<file path="config.mk">
export PLATFORM = sky130hd
export DESIGN_NAME = qfc_csr
export DESIGN_NICKNAME = d
export VERILOG_FILES = /design/src/rtl/qfc_csr_pkg.sv /design/src/rtl/qfc_cfg_regs.sv /design/src/rtl/qfc_flag_bank.sv /design/src/rtl/qfc_xfer_regs.sv /design/src/rtl/qfc_csr.sv
export SDC_FILE = /design/constraint.sdc
export NUM_CORES = 1
export LEC_CHECK = 0
export BUFFER_PORTS_ARGS = -buffer_cell sky130_fd_sc_hd__buf_2
export CAP_MARGIN = 15
export CORE_MARGIN = 2
export CORE_UTILIZATION = 44
export CTS_CLUSTER_DIAMETER = 100
export CTS_CLUSTER_SIZE = 12
export DETAILED_ROUTE_END_ITERATION = 6
export PLACE_DENSITY = 0.76
export SETUP_SLACK_MARGIN = 0.05
export SLEW_MARGIN = 20
export SYNTH_ARGS = -nofsm -noshare
export SYNTH_HDL_FRONTEND = slang
export SYNTH_SLANG_ARGS = --single-unit
</file>
<file path="constraint.sdc">
create_clock -name clk -period 1.4 [get_ports clk]
set_input_delay 0.21 -clock clk [delete_from_list [all_inputs] [get_ports clk]]
set_output_delay 0.21 -clock clk [all_outputs]
set_load 0.05 [all_outputs]
</file>
<file path="src/rtl/qfc_csr_pkg.sv">
package qfc_csr_pkg;

    localparam int WORD_W = 32;
    localparam int NFLAG  = 4;

    // byte offsets of the register words
    localparam int OFS_CTRL = 'h00;
    localparam int OFS_DCFG = 'h04;
    localparam int OFS_STAT = 'h08;
    localparam int OFS_FCLR = 'h0C;
    localparam int OFS_DLEN = 'h10;
    localparam int OFS_CCFG = 'h14;
    localparam int OFS_ADDR = 'h18;
    localparam int OFS_ALT  = 'h1C;
    localparam int OFS_DATA = 'h20;

    localparam int CTRL_ABORT_BIT = 1;
    localparam int STAT_THR_BIT   = 2;
    localparam int STAT_BUSY_BIT  = 5;

    typedef struct packed {
        logic [7:0] prescaler;
        logic [3:0] fthres;
        logic       fsel;
        logic       sshift;
        logic       enable;
    } ctrl_t;

    typedef struct packed {
        logic [4:0] fsize;
        logic [2:0] csht;
        logic       ckmode;
    } dcfg_t;

    // status bit position of sticky flag i (error, complete, match, timeout)
    function automatic int flag_bit(input int i);
        case (i)
            0:       return 0;
            1:       return 1;
            2:       return 3;
            default: return 4;
        endcase
    endfunction

    function automatic ctrl_t ctrl_from_word(input logic [WORD_W-1:0] w);
        ctrl_t c;
        c.prescaler = w[31:24];
        c.fthres    = w[11:8];
        c.fsel      = w[7];
        c.sshift    = w[4];
        c.enable    = w[0];
        return c;
    endfunction

    function automatic logic [WORD_W-1:0] ctrl_to_word(input ctrl_t c, input logic abort);
        logic [WORD_W-1:0] w;
        w                 = '0;
        w[31:24]          = c.prescaler;
        w[11:8]           = c.fthres;
        w[7]              = c.fsel;
        w[4]              = c.sshift;
        w[CTRL_ABORT_BIT] = abort;
        w[0]              = c.enable;
        return w;
    endfunction

    function automatic dcfg_t dcfg_from_word(input logic [WORD_W-1:0] w);
        dcfg_t d;
        d.fsize  = w[20:16];
        d.csht   = w[10:8];
        d.ckmode = w[0];
        return d;
    endfunction

    function automatic logic [WORD_W-1:0] dcfg_to_word(input dcfg_t d);
        logic [WORD_W-1:0] w;
        w        = '0;
        w[20:16] = d.fsize;
        w[10:8]  = d.csht;
        w[0]     = d.ckmode;
        return w;
    endfunction

endpackage

</file>
<file path="src/rtl/qfc_cfg_regs.sv">
module qfc_cfg_regs
    import qfc_csr_pkg::*;
(
    input  logic              clk,
    input  logic              rst,
    input  logic              wr_ctrl,
    input  logic              wr_dcfg,
    input  logic [WORD_W-1:0] wdata,
    input  logic              abort_done,
    output ctrl_t             ctrl_q,
    output dcfg_t             dcfg_q,
    output logic              abort_q
);

    logic abort_set;
    assign abort_set = wr_ctrl & wdata[CTRL_ABORT_BIT];

    always_ff @(posedge clk) begin
        if (rst) begin
            ctrl_q  <= '0;
            dcfg_q  <= '0;
            abort_q <= 1'b0;
        end else begin
            if (wr_ctrl)
                ctrl_q <= ctrl_from_word(wdata);
            if (wr_dcfg)
                dcfg_q <= dcfg_from_word(wdata);
            // software can only raise the request; the sequencer drops it
            abort_q <= abort_set | (abort_q & ~abort_done);
        end
    end

endmodule

</file>
<file path="src/rtl/qfc_flag_bank.sv">
module qfc_flag_bank #(
    parameter int N = 4
) (
    input  logic         clk,
    input  logic         rst,
    input  logic [N-1:0] set_ev,
    input  logic [N-1:0] clr,
    output logic [N-1:0] flags_q
);

    for (genvar g = 0; g < N; g++) begin : g_flag
        logic bit_q;
        always_ff @(posedge clk) begin
            if (rst)
                bit_q <= 1'b0;
            else
                bit_q <= set_ev[g] | (bit_q & ~clr[g]);
        end
        assign flags_q[g] = bit_q;
    end

endmodule

</file>
<file path="src/rtl/qfc_xfer_regs.sv">
module qfc_xfer_regs
    import qfc_csr_pkg::*;
(
    input  logic              clk,
    input  logic              rst,
    input  logic              wr_dlen,
    input  logic              wr_ccfg,
    input  logic              wr_addr,
    input  logic              wr_alt,
    input  logic [WORD_W-1:0] wdata,
    input  logic              busy,
    input  logic              enable,
    output logic [WORD_W-1:0] dlen_q,
    output logic [WORD_W-1:0] ccfg_q,
    output logic [WORD_W-1:0] addr_q,
    output logic [WORD_W-1:0] alt_q,
    output logic              start_q
);

    logic ccfg_take;
    assign ccfg_take = wr_ccfg & ~busy;

    always_ff @(posedge clk) begin
        if (rst) begin
            dlen_q  <= '0;
            ccfg_q  <= '0;
            addr_q  <= '0;
            alt_q   <= '0;
            start_q <= 1'b0;
        end else begin
            if (wr_dlen)   dlen_q <= wdata;
            if (ccfg_take) ccfg_q <= wdata;
            if (wr_addr)   addr_q <= wdata;
            if (wr_alt)    alt_q  <= wdata;
            start_q <= ccfg_take & enable;
        end
    end

endmodule

</file>
<file path="src/rtl/qfc_csr.sv">
module qfc_csr
    import qfc_csr_pkg::*;
#(
    parameter int ADDR_W = 8,
    parameter int LVL_W  = 5
) (
    input  logic              clk,
    input  logic              rst,
    input  logic              bus_wr_en,
    input  logic              bus_rd_en,
    input  logic [ADDR_W-1:0] bus_addr,
    input  logic [31:0]       bus_wdata,
    output logic [31:0]       bus_rdata,
    output logic              cfg_enable,
    output logic              cfg_abort,
    output logic              cfg_sshift,
    output logic              cfg_flash_sel,
    output logic [3:0]        cfg_fthres,
    output logic [7:0]        cfg_prescaler,
    output logic              cfg_ckmode,
    output logic [2:0]        cfg_csht,
    output logic [4:0]        cfg_fsize,
    output logic [31:0]       cfg_dlen,
    output logic [31:0]       cfg_ccr,
    output logic [31:0]       cfg_addr,
    output logic [31:0]       cfg_alt,
    output logic              cfg_start,
    input  logic              eng_busy,
    input  logic              eng_done,
    input  logic              eng_error,
    input  logic              eng_match,
    input  logic              eng_timeout,
    input  logic              eng_abort_done,
    output logic              fifo_wr_en,
    output logic [7:0]        fifo_wdata,
    output logic              fifo_rd_en,
    input  logic [7:0]        fifo_rdata,
    input  logic [LVL_W-1:0]  fifo_level
);

    localparam int IDX_W = ADDR_W - 2;
    localparam logic [IDX_W-1:0] IX_CTRL = IDX_W'(OFS_CTRL / 4);
    localparam logic [IDX_W-1:0] IX_DCFG = IDX_W'(OFS_DCFG / 4);
    localparam logic [IDX_W-1:0] IX_STAT = IDX_W'(OFS_STAT / 4);
    localparam logic [IDX_W-1:0] IX_FCLR = IDX_W'(OFS_FCLR / 4);
    localparam logic [IDX_W-1:0] IX_DLEN = IDX_W'(OFS_DLEN / 4);
    localparam logic [IDX_W-1:0] IX_CCFG = IDX_W'(OFS_CCFG / 4);
    localparam logic [IDX_W-1:0] IX_ADDR = IDX_W'(OFS_ADDR / 4);
    localparam logic [IDX_W-1:0] IX_ALT  = IDX_W'(OFS_ALT / 4);
    localparam logic [IDX_W-1:0] IX_DATA = IDX_W'(OFS_DATA / 4);

    logic [IDX_W-1:0] sel;
    assign sel = bus_addr[ADDR_W-1:2];

    ctrl_t             ctrl_q;
    dcfg_t             dcfg_q;
    logic              abort_q;
    logic [NFLAG-1:0]  flags_q;
    logic [NFLAG-1:0]  flag_set;
    logic [NFLAG-1:0]  flag_clr;
    logic [WORD_W-1:0] dlen_q, ccfg_q, addr_q, alt_q;
    logic              start_q;
    logic              thr_hit;
    logic [WORD_W-1:0] stat_word;

    qfc_cfg_regs i_cfg (
        .clk        (clk),
        .rst        (rst),
        .wr_ctrl    (bus_wr_en && sel == IX_CTRL),
        .wr_dcfg    (bus_wr_en && sel == IX_DCFG),
        .wdata      (bus_wdata),
        .abort_done (eng_abort_done),
        .ctrl_q     (ctrl_q),
        .dcfg_q     (dcfg_q),
        .abort_q    (abort_q)
    );

    // flag order: error, complete, match, timeout
    assign flag_set = {eng_timeout, eng_match, eng_done, eng_error};

    for (genvar g = 0; g < NFLAG; g++) begin : g_clr
        assign flag_clr[g] = bus_wr_en && sel == IX_FCLR && bus_wdata[flag_bit(g)];
    end

    qfc_flag_bank #(.N(NFLAG)) i_flags (
        .clk     (clk),
        .rst     (rst),
        .set_ev  (flag_set),
        .clr     (flag_clr),
        .flags_q (flags_q)
    );

    qfc_xfer_regs i_xfer (
        .clk     (clk),
        .rst     (rst),
        .wr_dlen (bus_wr_en && sel == IX_DLEN),
        .wr_ccfg (bus_wr_en && sel == IX_CCFG),
        .wr_addr (bus_wr_en && sel == IX_ADDR),
        .wr_alt  (bus_wr_en && sel == IX_ALT),
        .wdata   (bus_wdata),
        .busy    (eng_busy),
        .enable  (ctrl_q.enable),
        .dlen_q  (dlen_q),
        .ccfg_q  (ccfg_q),
        .addr_q  (addr_q),
        .alt_q   (alt_q),
        .start_q (start_q)
    );

    assign thr_hit = 32'(fifo_level) > 32'(ctrl_q.fthres);

    always_comb begin
        stat_word = '0;
        for (int i = 0; i < NFLAG; i++)
            stat_word[flag_bit(i)] = flags_q[i];
        stat_word[STAT_THR_BIT]  = thr_hit;
        stat_word[STAT_BUSY_BIT] = eng_busy;
    end

    always_comb begin
        case (sel)
            IX_CTRL: bus_rdata = ctrl_to_word(ctrl_q, abort_q);
            IX_DCFG: bus_rdata = dcfg_to_word(dcfg_q);
            IX_STAT: bus_rdata = stat_word;
            IX_DLEN: bus_rdata = dlen_q;
            IX_CCFG: bus_rdata = ccfg_q;
            IX_ADDR: bus_rdata = addr_q;
            IX_ALT:  bus_rdata = alt_q;
            IX_DATA: bus_rdata = {24'b0, fifo_rdata};
            default: bus_rdata = '0;
        endcase
    end

    assign fifo_wr_en = bus_wr_en && sel == IX_DATA;
    assign fifo_wdata = bus_wdata[7:0];
    assign fifo_rd_en = bus_rd_en && sel == IX_DATA;

    assign cfg_enable    = ctrl_q.enable;
    assign cfg_abort     = abort_q;
    assign cfg_sshift    = ctrl_q.sshift;
    assign cfg_flash_sel = ctrl_q.fsel;
    assign cfg_fthres    = ctrl_q.fthres;
    assign cfg_prescaler = ctrl_q.prescaler;
    assign cfg_ckmode    = dcfg_q.ckmode;
    assign cfg_csht      = dcfg_q.csht;
    assign cfg_fsize     = dcfg_q.fsize;
    assign cfg_dlen      = dlen_q;
    assign cfg_ccr       = ccfg_q;
    assign cfg_addr      = addr_q;
    assign cfg_alt       = alt_q;
    assign cfg_start     = start_q;

endmodule

</file>
# Word level (Yosys, flattened, before mapping)

Cells that the tools add are included.

Order comparisons: 1
Equality and inequality tests: 8
Mux-type cells: 1
Bitwise operators: 19
Reduce and logical (&&, ||, !) cells: 14

Operators by type and width:

| operator                                       | number |
|---|---|
| one-hot mux 32 bit (8 select lines)            | 1 |
| == test 6 x 3 -> 1 bit (second input constant) | 4 |
| logical AND 1 bit                              | 13 |
| == test 6 x 2 -> 1 bit (second input constant) | 2 |
| AND 1 bit                                      | 8 |
| == test 6 x 1 -> 1 bit (second input constant) | 1 |
| == test 6 x 4 -> 1 bit (second input constant) | 1 |
| zero test 6 bit                                | 1 |
| inverter 1 bit                                 | 6 |
| greater-than comparator 5 x 4 -> 1 bit         | 1 |
| OR 1 bit                                       | 5 |

Register bits: 158
Input port bits: 63
Word-level logic and storage cells: 61

# Logic depth before layout (Yosys ltp)

Gate-level depths: netlist of the first run.

Depth in word-level cells: 6
Gate-level depth with buffers: 7
Depth with buffers taken out: 6

# Hierarchy

Synthesis of the first run repeated with hierarchy kept, for this count alone.

Cell total of the unflattened synthesis: 756
Area total of the unflattened synthesis: 7,413.4 µm²

Modules (own cells, without submodules):

| module        | times used | cells an instance | area each (µm²) | seq. area each (µm²) |
|---|---|---|---|---|
| qfc_xfer_regs | 1          | 458               | 4,963.5         | 2,582.5 |
| qfc_csr       | 1          | 196               | 1,380.1         | 0.0 |
| qfc_cfg_regs  | 1          | 82                | 899.6           | 500.5 |
| qfc_flag_bank | 1          | 20                | 170.2           | 80.1 |

# Worst setup path before layout of the first run

OpenSTA, ideal clock, no wires.

Kind: register to output
Start: register i_cfg.ctrl_q[6] (netlist name)
End: output bus_rdata[2]
Data arrival time: 1.778 ns
Data required time: 1.190 ns
Slack: -0.588 ns
Cell stages (with the launch flop): 7
Buffers on the path: 0
Cells stage by stage: dfxtp_1 inv_1 ha_1 nand4b_1 o221ai_1 o211ai_1 nand2_1

Cells in the longest elaborated chain, start to end: 2

RTL lines:

| item                                   | line           | text |
|---|---|---|
| greater-than comparator 5 x 4 -> 1 bit | qfc_csr.sv:110 | `assign thr_hit = 32'(fifo_level) > 32'(ctrl_q.fthres);` |
| one-hot mux 32 bit (8 select lines)    | qfc_csr.sv:121 | `case (sel)` |
| end, declared                          | qfc_csr.sv:13  | `output logic [31:0] bus_rdata,` |

Every way passes these cells.

# Final worst setup path of the first run

Start: register i_cfg.ctrl_q[5] (netlist name)
End: output bus_rdata[2]

Cells in the longest elaborated chain, start to end: 2

RTL lines:

| item                                   | line |
|---|---|
| greater-than comparator 5 x 4 -> 1 bit | qfc_csr.sv:110 |
| one-hot mux 32 bit (8 select lines)    | qfc_csr.sv:121 |

Every way passes these cells.

==> impl_results.md, run 1 <==
* Hold path cells at 3
* Final hold violation count at 0
* Crit-path slowest cell: dfxtp_4
* RSZ-0062 raised after global routing: true
* Top delay family on crit path: buffers and inverters
* Critical Path Max Stage Delay at between 0.3 and 0.4 ns
* Hold Crit Class: in -> reg
* Vias in the first global route at ~7100
* Status: complete, but fails checks
* Crit. Startpoint: i_cfg.ctrl_q[5]
* Synth Flop Type: dfxtp_1
* Die X at ~130 um
* CP Max Fanout at 2
* Minimum hold slack at roughly 0.057 ns
* EDFF count, synth at 0
* IO Pins at 259
* Core area at between 15000 and 20000 um2
* Sequential area share after synthesis at between 40% and 50%
* Via density at ~5.6
* Initial antenna violation count at 0
* # fillers at around 1100
* Layout Nets at 1214
* GP Congestion at a little under 0.9
* Clk sinks at 158
* Hold_sp: bus_wdata[22]
* DRC at 0
* Worst-Margin Slew at approximately 0.51 ns
* Max VDD drop at 896 uV
* Final WS setup at -0.640 ns
* Library cells used by synthesis at 38
* Combined buffer and inverter count along the critical path at 3
* First drt pass iteration count at 5
* Critical path launch point type: flip-flop
* Post-Place Setup Slack at -0.649 ns
* Layout cells sized above 1 at approximately 42%
* Final Setup Violations at 34
* Max-cap violations at 0
* WS Path Type: reg -> out
* Buffers on Ports at ~260
* Post-Syn Area at ~6800 um2
* R2r worst-path depth at 3
* Total power at 10.2 mW
* CTS tree: yes
* Fin util at around 70%
* Initial DRC Count at ~700
* Synth top area share at between 40% and 50%
* First-pass GRT wire length at roughly 39000 um
* Synth Instances at between 800 and 900
* Ys async rst share at 0%
* WP data arrival at between 1.5 and 2 ns
* Clk_skew at 0.0000105 ns
* Routed vias at ~7600
* Post-DRT Antenna Nets at 0
* Full die area at about 16000 um2
* Synth Register Bits at around 160
* Worst path depth at 7
* WP data required at around 1.2 ns
* Avg Cell Area, Syn at a little under 8 um2
* Metal3 WL at 1970 um
* Root Buffer: clkbuf_16
* Synth top area cells: dfxtp_1, nand2_1, a21oi_1
* Min cycle time layout at between 2 and 2.5 ns
* Post-DP HPWL at about 17000 um
* Tcrit/Tclk final at 146%
* Leak at approximately 4.8 nW
* Largest net degree at the start of global routing at about 80
* Crit path capture type: primary output
* Clk Latency, worst-skew pair at around 0.42 ns
* Met2 routed WL at 13100 um
* Starting Density at 44.9%
* Total Routing Usage GR at slightly above 30%
* Hold_buf cts at 0
* Num CTS Buffers at 17
* Top routing layer used: met4
* Failing checks: negative setup slack
* Reg2reg start: i_cfg.ctrl_q[5]
* Synth Warn # at 0
* Relative slew slack at 65.9%
* PwrDens at 949 nW/um2
* Buffer depth of the longest clock path at 2
* Fin. max-slew vios at 0
* Total gr overflow at 0
* WL met1 at ~10000 um
* Synth Net Count at between 900 and 1000
* Reg clk slew, reported paths at 0.07 ns
* # diodes at 0
* Max Clk Rate at between 400 and 500 MHz
* Most frequent cell after synthesis: nand2_1
* WL/cell at 19.5 um
* Synth-to-Final Area Change at 58.6%
* Synth area leader: dfxtp_1
* Site Rows at between 40 and 50
* Most frequent cells after synthesis: nand2_1, dfxtp_1, a21oi_1
* Routed wire length at about 26000 um
* CTS H-Tree Depth at 4
* Die Y at ~130 um
* Worst path cell trace: inv_4 > ha_4 > nand4b_1 > buf_4 > o211ai_1 > nand2_2 > buf_8
through the flow:
stage,std cells,instance area (um2),TNS [ns]
final,1348,10800,-17.97
after global routing,1348,10800,-20.05
after CTS,1344,10500,-17.41
after detailed placement,1297,9040,-69.15
after global placement,1297,9040,-66.55
after floorplan,858,7180,-7.11
cell families after synthesis:
kind of cell	Yosys count	synth area share (%)
AO/OA/AOI/OAI	209	18.3
adder cells (fa/ha/maj)	4	0.736
buffers and inverters	85	6.92
flip-flops	158	46.5
multiplexers	29	4.27
AND/OR/NAND/NOR	373	23.3
final timing paths:
path	to	slack, ns
worst max-delay path	bus_rdata[2]	-0.64
worst min-delay path	i_xfer.dlen_q[22]	0.06
worst max register to register	i_cfg.ctrl_q[5]	0.61
worst min register to register	i_xfer.alt_q[16]	0.47
worst reg2reg max path: cells and delay by family (launching register included):
family                 cells  cell delay, ns
buffers and inverters      1            0.15
AND/OR/NAND/NOR            1            0.05
flip-flops                 1            0.36
multiplexers               1            0.12
cell type report:
class / count / area, um2 / share of cell area [%]
clock inverters: 10 / 149 / 1.38
inverters: 8 / 32.5 / 0.302
repair buffers: 347 / 2870 / 26.6
flip-flops and latches: 158 / 3180 / 29.4
multi-input cells: 615 / 3830 / 35.5
clock buffers: 22 / 495 / 4.59
well taps: 188 / 235 / 2.18
sequential cells by signal, summed over array words and instances, names as in the netlist:
name / cells
i_xfer.addr_q: 32
i_cfg.ctrl_q: 15
i_cfg.abort_q: 1
i_xfer.dlen_q: 32
i_xfer.alt_q: 32
i_xfer.ccfg_q: 32
i_cfg.dcfg_q: 9
i_flags.g_flag.bit_q: 4
i_xfer.start_q: 1
layout by cell type, fill, tap and decap left out, types with 4 or more instances in the layout:
master	synthesis	layout
nand2_4	0	4
buf_6	9	12
a22oi_1	66	26
nand2_1	280	263
buf_8	0	38
clkbuf_16	0	20
buf_4	16	63
buf_2	19	184
clkbuf_4	0	20
mux2i_1	29	29
inv_1	8	6
nand3_4	1	24
nand3_2	0	4
a22oi_2	0	40
buf_12	0	27
nor2_1	32	29
a21oi_1	134	133
dfxtp_1	158	154
nand2_2	0	13
report_power, final:
part           total (mW)  switching [mW]  internal [mW]  leakage (nW)
combinational       0.707           0.450          0.257          3.22
clock                5.00            1.91           3.09         0.314
sequential           4.53          0.0210           4.51          1.28
total                10.2            2.38           7.86          4.81
layer usage:
layer	vias to the layer above	global-route usage, %
li1	3486	-
met1	3624	38.5
met2	383	52.0
met3	72	6.36
met4	0	12.4
met5	-	0
repair_timing:
action,in CTS,in global routing
endpoints found under the setup margin,50,145
setup buffers,12,4
cloned,3,2
gates resized for setup,190,61
pin swaps,23,36
Power figures use the tool's default switching activity.
==> inputs of run 2 (changes only) <==
Settings changed: ABC_AREA set to 1, CORE_UTILIZATION 44 to 46, PLACE_DENSITY 0.76 to 0.77, SLEW_MARGIN 20 to not set.
==> impl_results.md, run 2 <==
* Synth Warn # at 0 (unchanged)
* Vias in the first global route at 8971 (+26%)
* Avg Cell Area, Syn at 6.28 um2 (-21%)
* Fin util at 76.8% (+5.5 points)
* Clock Power Share at 45.9% (-2.9 points)
* Final hold violation count at 0 (unchanged)
* Max VDD drop at 836 uV (-6.7%)
* Sequential area share after synthesis at 41.6% (-4.9 points)
* Post-DP HPWL at 19400 um (+16%)
* WS Path Type: reg -> out
* Relative slew slack at 66.0% (+0.11 points)
* Failing checks: negative setup slack
* Initial DRC Count at 1039 (+47%)
* Starting Density at 46.5% (+1.6 points)
* Routed wire length at 34800 um (+33%)
* Post-Place Setup Slack at -0.447 ns (+0.202 ns)
* Compound-gate portion of the synthesized area at 7.04% (-11 points)
* Crit-path slowest cell: dfxtp_4
* Layout cells sized above 1 at 43.7% (+1.4 points)
* Flop-to-flop setup slack at 0.46 ns (-0.15 ns)
* CTS tree: yes
* Ys async rst share at 0% (unchanged)
* Synth Net Count at 1278 (+38%)
* Reg clk slew, reported paths at 0.07 ns (about the same)
* Hold Crit Class: in -> reg
* Cell internal pwr at 7.73 mW (-1.6%)
* Most common cell after layout, fill and taps aside: nor2_1
* Combinational share of power at 10.6% (+3.7 points)
* Hold_sp: eng_done
* Most frequent cell after synthesis: nand2_1
* First-pass GRT wire length at 47800 um (+23%)
* Max-cap violations at 0 (unchanged)
* Post-Synth XOR/XNOR Area at 0% (unchanged)
* Crit. Startpoint: i_cfg.ctrl_q[5]
* Full die area at 17600 um2 (+6.8%)
* WP data required at 1.19 ns (about the same)
* Clk sinks at 158 (unchanged)
* Root Buffer: clkbuf_16
* Initial antenna violation count at 0 (unchanged)
* Total Routing Usage GR at 34.5% (+3.8 points)
* Final WS setup at -0.514 ns (+0.125 ns)
* EDFF count, synth at 0 (unchanged)
* Synth Flop Type: dfxtp_1
* Worst-Margin Slew at 0.510 ns (-0.00165 ns)
* Clk Latency, worst-skew pair at 0.42 ns (about the same)
* CTS H-Tree Depth at 4 (unchanged)
* Leak at 6.25 nW (+30%)
* WP data arrival at 1.70 ns (-0.13 ns)
* Synth area leader: dfxtp_1
* Post-Synth Simple-Gate Area at 40.0% (+17 points)
* Clk_skew at 0.000957 ns (+0.000946 ns)
* Worst path cell trace: inv_2 > ha_4 > nand2_4 > nor2_4 > nand2_2 > nand3_2 > nand2_2 > nand3_4 > buf_8
* Total gr overflow at 0 (unchanged)
* Sw frac at 26.2% (+2.9 points)
* First drt pass iteration count at 7 (+2)
* Largest net degree at the start of global routing at 62 (-23%)
* Synth-to-Final Area Change at 64.9%
* Crit path capture type: primary output
* Min cycle time layout at 1.91 ns (-0.125 ns)
* Post-Synth Adder-Cell Area at 0.658% (-0.078 points)
* Status: complete, but fails checks
* Reg2reg start: i_xfer.dlen_q[5]
* Final Setup Violations at 89 (+160%)
* Fin. max-slew vios at 0 (unchanged)
* Library cells used by synthesis at 21 (-45%)
* Tcrit/Tclk final at 137% (-9.0 points)
* Most repeated library cell on the critical path: nand2_2
* Buffers on Ports at 256 (unchanged)
* Synth Instances at 1211 (+41%)
* IO Pins at 259 (unchanged)
* Synth top area share at 41.6% (-4.9 points)
* Core area at 16300 um2 (+7.9%)
* # fillers at 1097 (-0.81%)
* Synth Register Bits at 158 (unchanged)
* Mux cell area share after synthesis at 0% (-4.3 points)
* Critical path launch point type: flip-flop
* Via density at 5.61 (about the same)
* Site Rows at 47 (+4.4%)
* Routed vias at 9941 (+31%)
* WL/cell at 19.7 um (+0.99%)
* PwrDens at 835 nW/um2 (-12%)
* Die X at 133 um (+3.3%)
* Sequential power share at 43.5% (-0.8 points)
* Num CTS Buffers at 17 (unchanged)
* DRC at 0 (unchanged)
* Max Clk Rate at 522 MHz (+6.6%)
* CP Max Fanout at 2 (unchanged)
* P_sw at 2.75 mW (+15%)
* Commonest cells after routing, fill and taps aside: nor2_1, buf_2, nand2_1
* RSZ-0062 raised after global routing: true
* Largest family of logic cells by synthesized area: simple AND/OR/NAND/NOR gates
* Synth top area cells: dfxtp_1, nand2_1, nor2_1
* Post-Syn Area at 7610 um2 (+12%)
* Layout Nets at 1605 (+32%)
* Most frequent cells after synthesis: nand2_1, nor2_1, dfxtp_1
* Hold_buf cts at 0 (unchanged)
* Buffer depth of the longest clock path at 2 (unchanged)
* Critical Path Max Stage Delay at 0.34 ns (-0.03 ns)
* Die Y at 133 um (+3.3%)
* GP Congestion at 0.940 (+7.5%)
* Post-DRT Antenna Nets at 0 (unchanged)
* # diodes at 0 (unchanged)
run 2: cells by family after synthesis:
| family | count (synthesis) |
|---|---|
| AND/OR/NAND/NOR | 751 |
| buffers and inverters | 191 |
| flip-flops | 158 |
| AO/OA/AOI/OAI | 107 |
| adder cells (fa/ha/maj) | 4 |
run 2: area by class of cell:
| type | count | area (um2) | area share [%] |
|---|---|---|---|
| Clock buffer | 20 | 478 | 3.81 |
| Clock inverter | 12 | 130 | 1.04 |
| Inverter | 117 | 460 | 3.67 |
| Multi-Input combinational cell | 864 | 4830 | 38.5 |
| Sequential cell | 158 | 3180 | 25.3 |
| Tap cell | 220 | 275 | 2.19 |
| Timing Repair Buffer | 379 | 3180 | 25.4 |
| Timing Repair inverter | 1 | 16.3 | 0.130 |
run 2: metal layers:
metal	wire length, um	part of all wire, %	GRT usage, %
met1	12200	35	41.6
met3	4050	12	7.93
met2	16500	47	58.5
met5	0	0	0
met4	2080	6.0	16.2
run 2: power by group through the flow:
stage          clock (mW)  sequential [mW]  combinational [mW]
2_1_floorplan           0             4.74               0.393
3_3_place_gp            0             4.65               0.824
3_5_place_dp            0             4.65               0.831
4_1_cts              4.78             4.55               0.960
5_1_grt              5.00             4.55                1.16
6_report             4.81             4.55                1.11
run 2: what timing repair did:
action,CTS,global route
setup buffers,21,16
gates cloned,9,9
pin swaps,46,75
resized for setup,225,263
setup endpoints to repair,37,113
run 2: path summary, 6_finish.rpt:
path                                  end  cells past startpoint
hold / removal    i_flags.g_flag[1].bit_q                      3
hold reg to reg   i_flags.g_flag[0].bit_q                      2
setup reg to reg         i_xfer.dlen_q[5]                      3
setup / recovery             bus_rdata[2]                      9
run 2: critical path, delay by kind of cell (launching register included):
kind | cells | cell delay, ns
buffers and inverters | 2 | 0.18
flip-flops | 1 | 0.34
adder cells (fa/ha/maj) | 1 | 0.27
AND/OR/NAND/NOR | 6 | 0.49
run 2: through the flow:
step	setup TNS (ns)	area [um2]	hold WS [ns]	cells	power [mW]
6_report	-18.22	12500	0.0302	1771	10.5
5_1_grt	-21.43	12500	0.0350	1771	10.7
4_1_cts	-8.71	11500	0.0193	1753	10.3
3_5_place_dp	-47.21	9810	0.453	1692	5.48
3_3_place_gp	-41.68	9810	0.448	1692	5.47
2_1_floorplan	-0.920	7840	0.344	1211	5.13
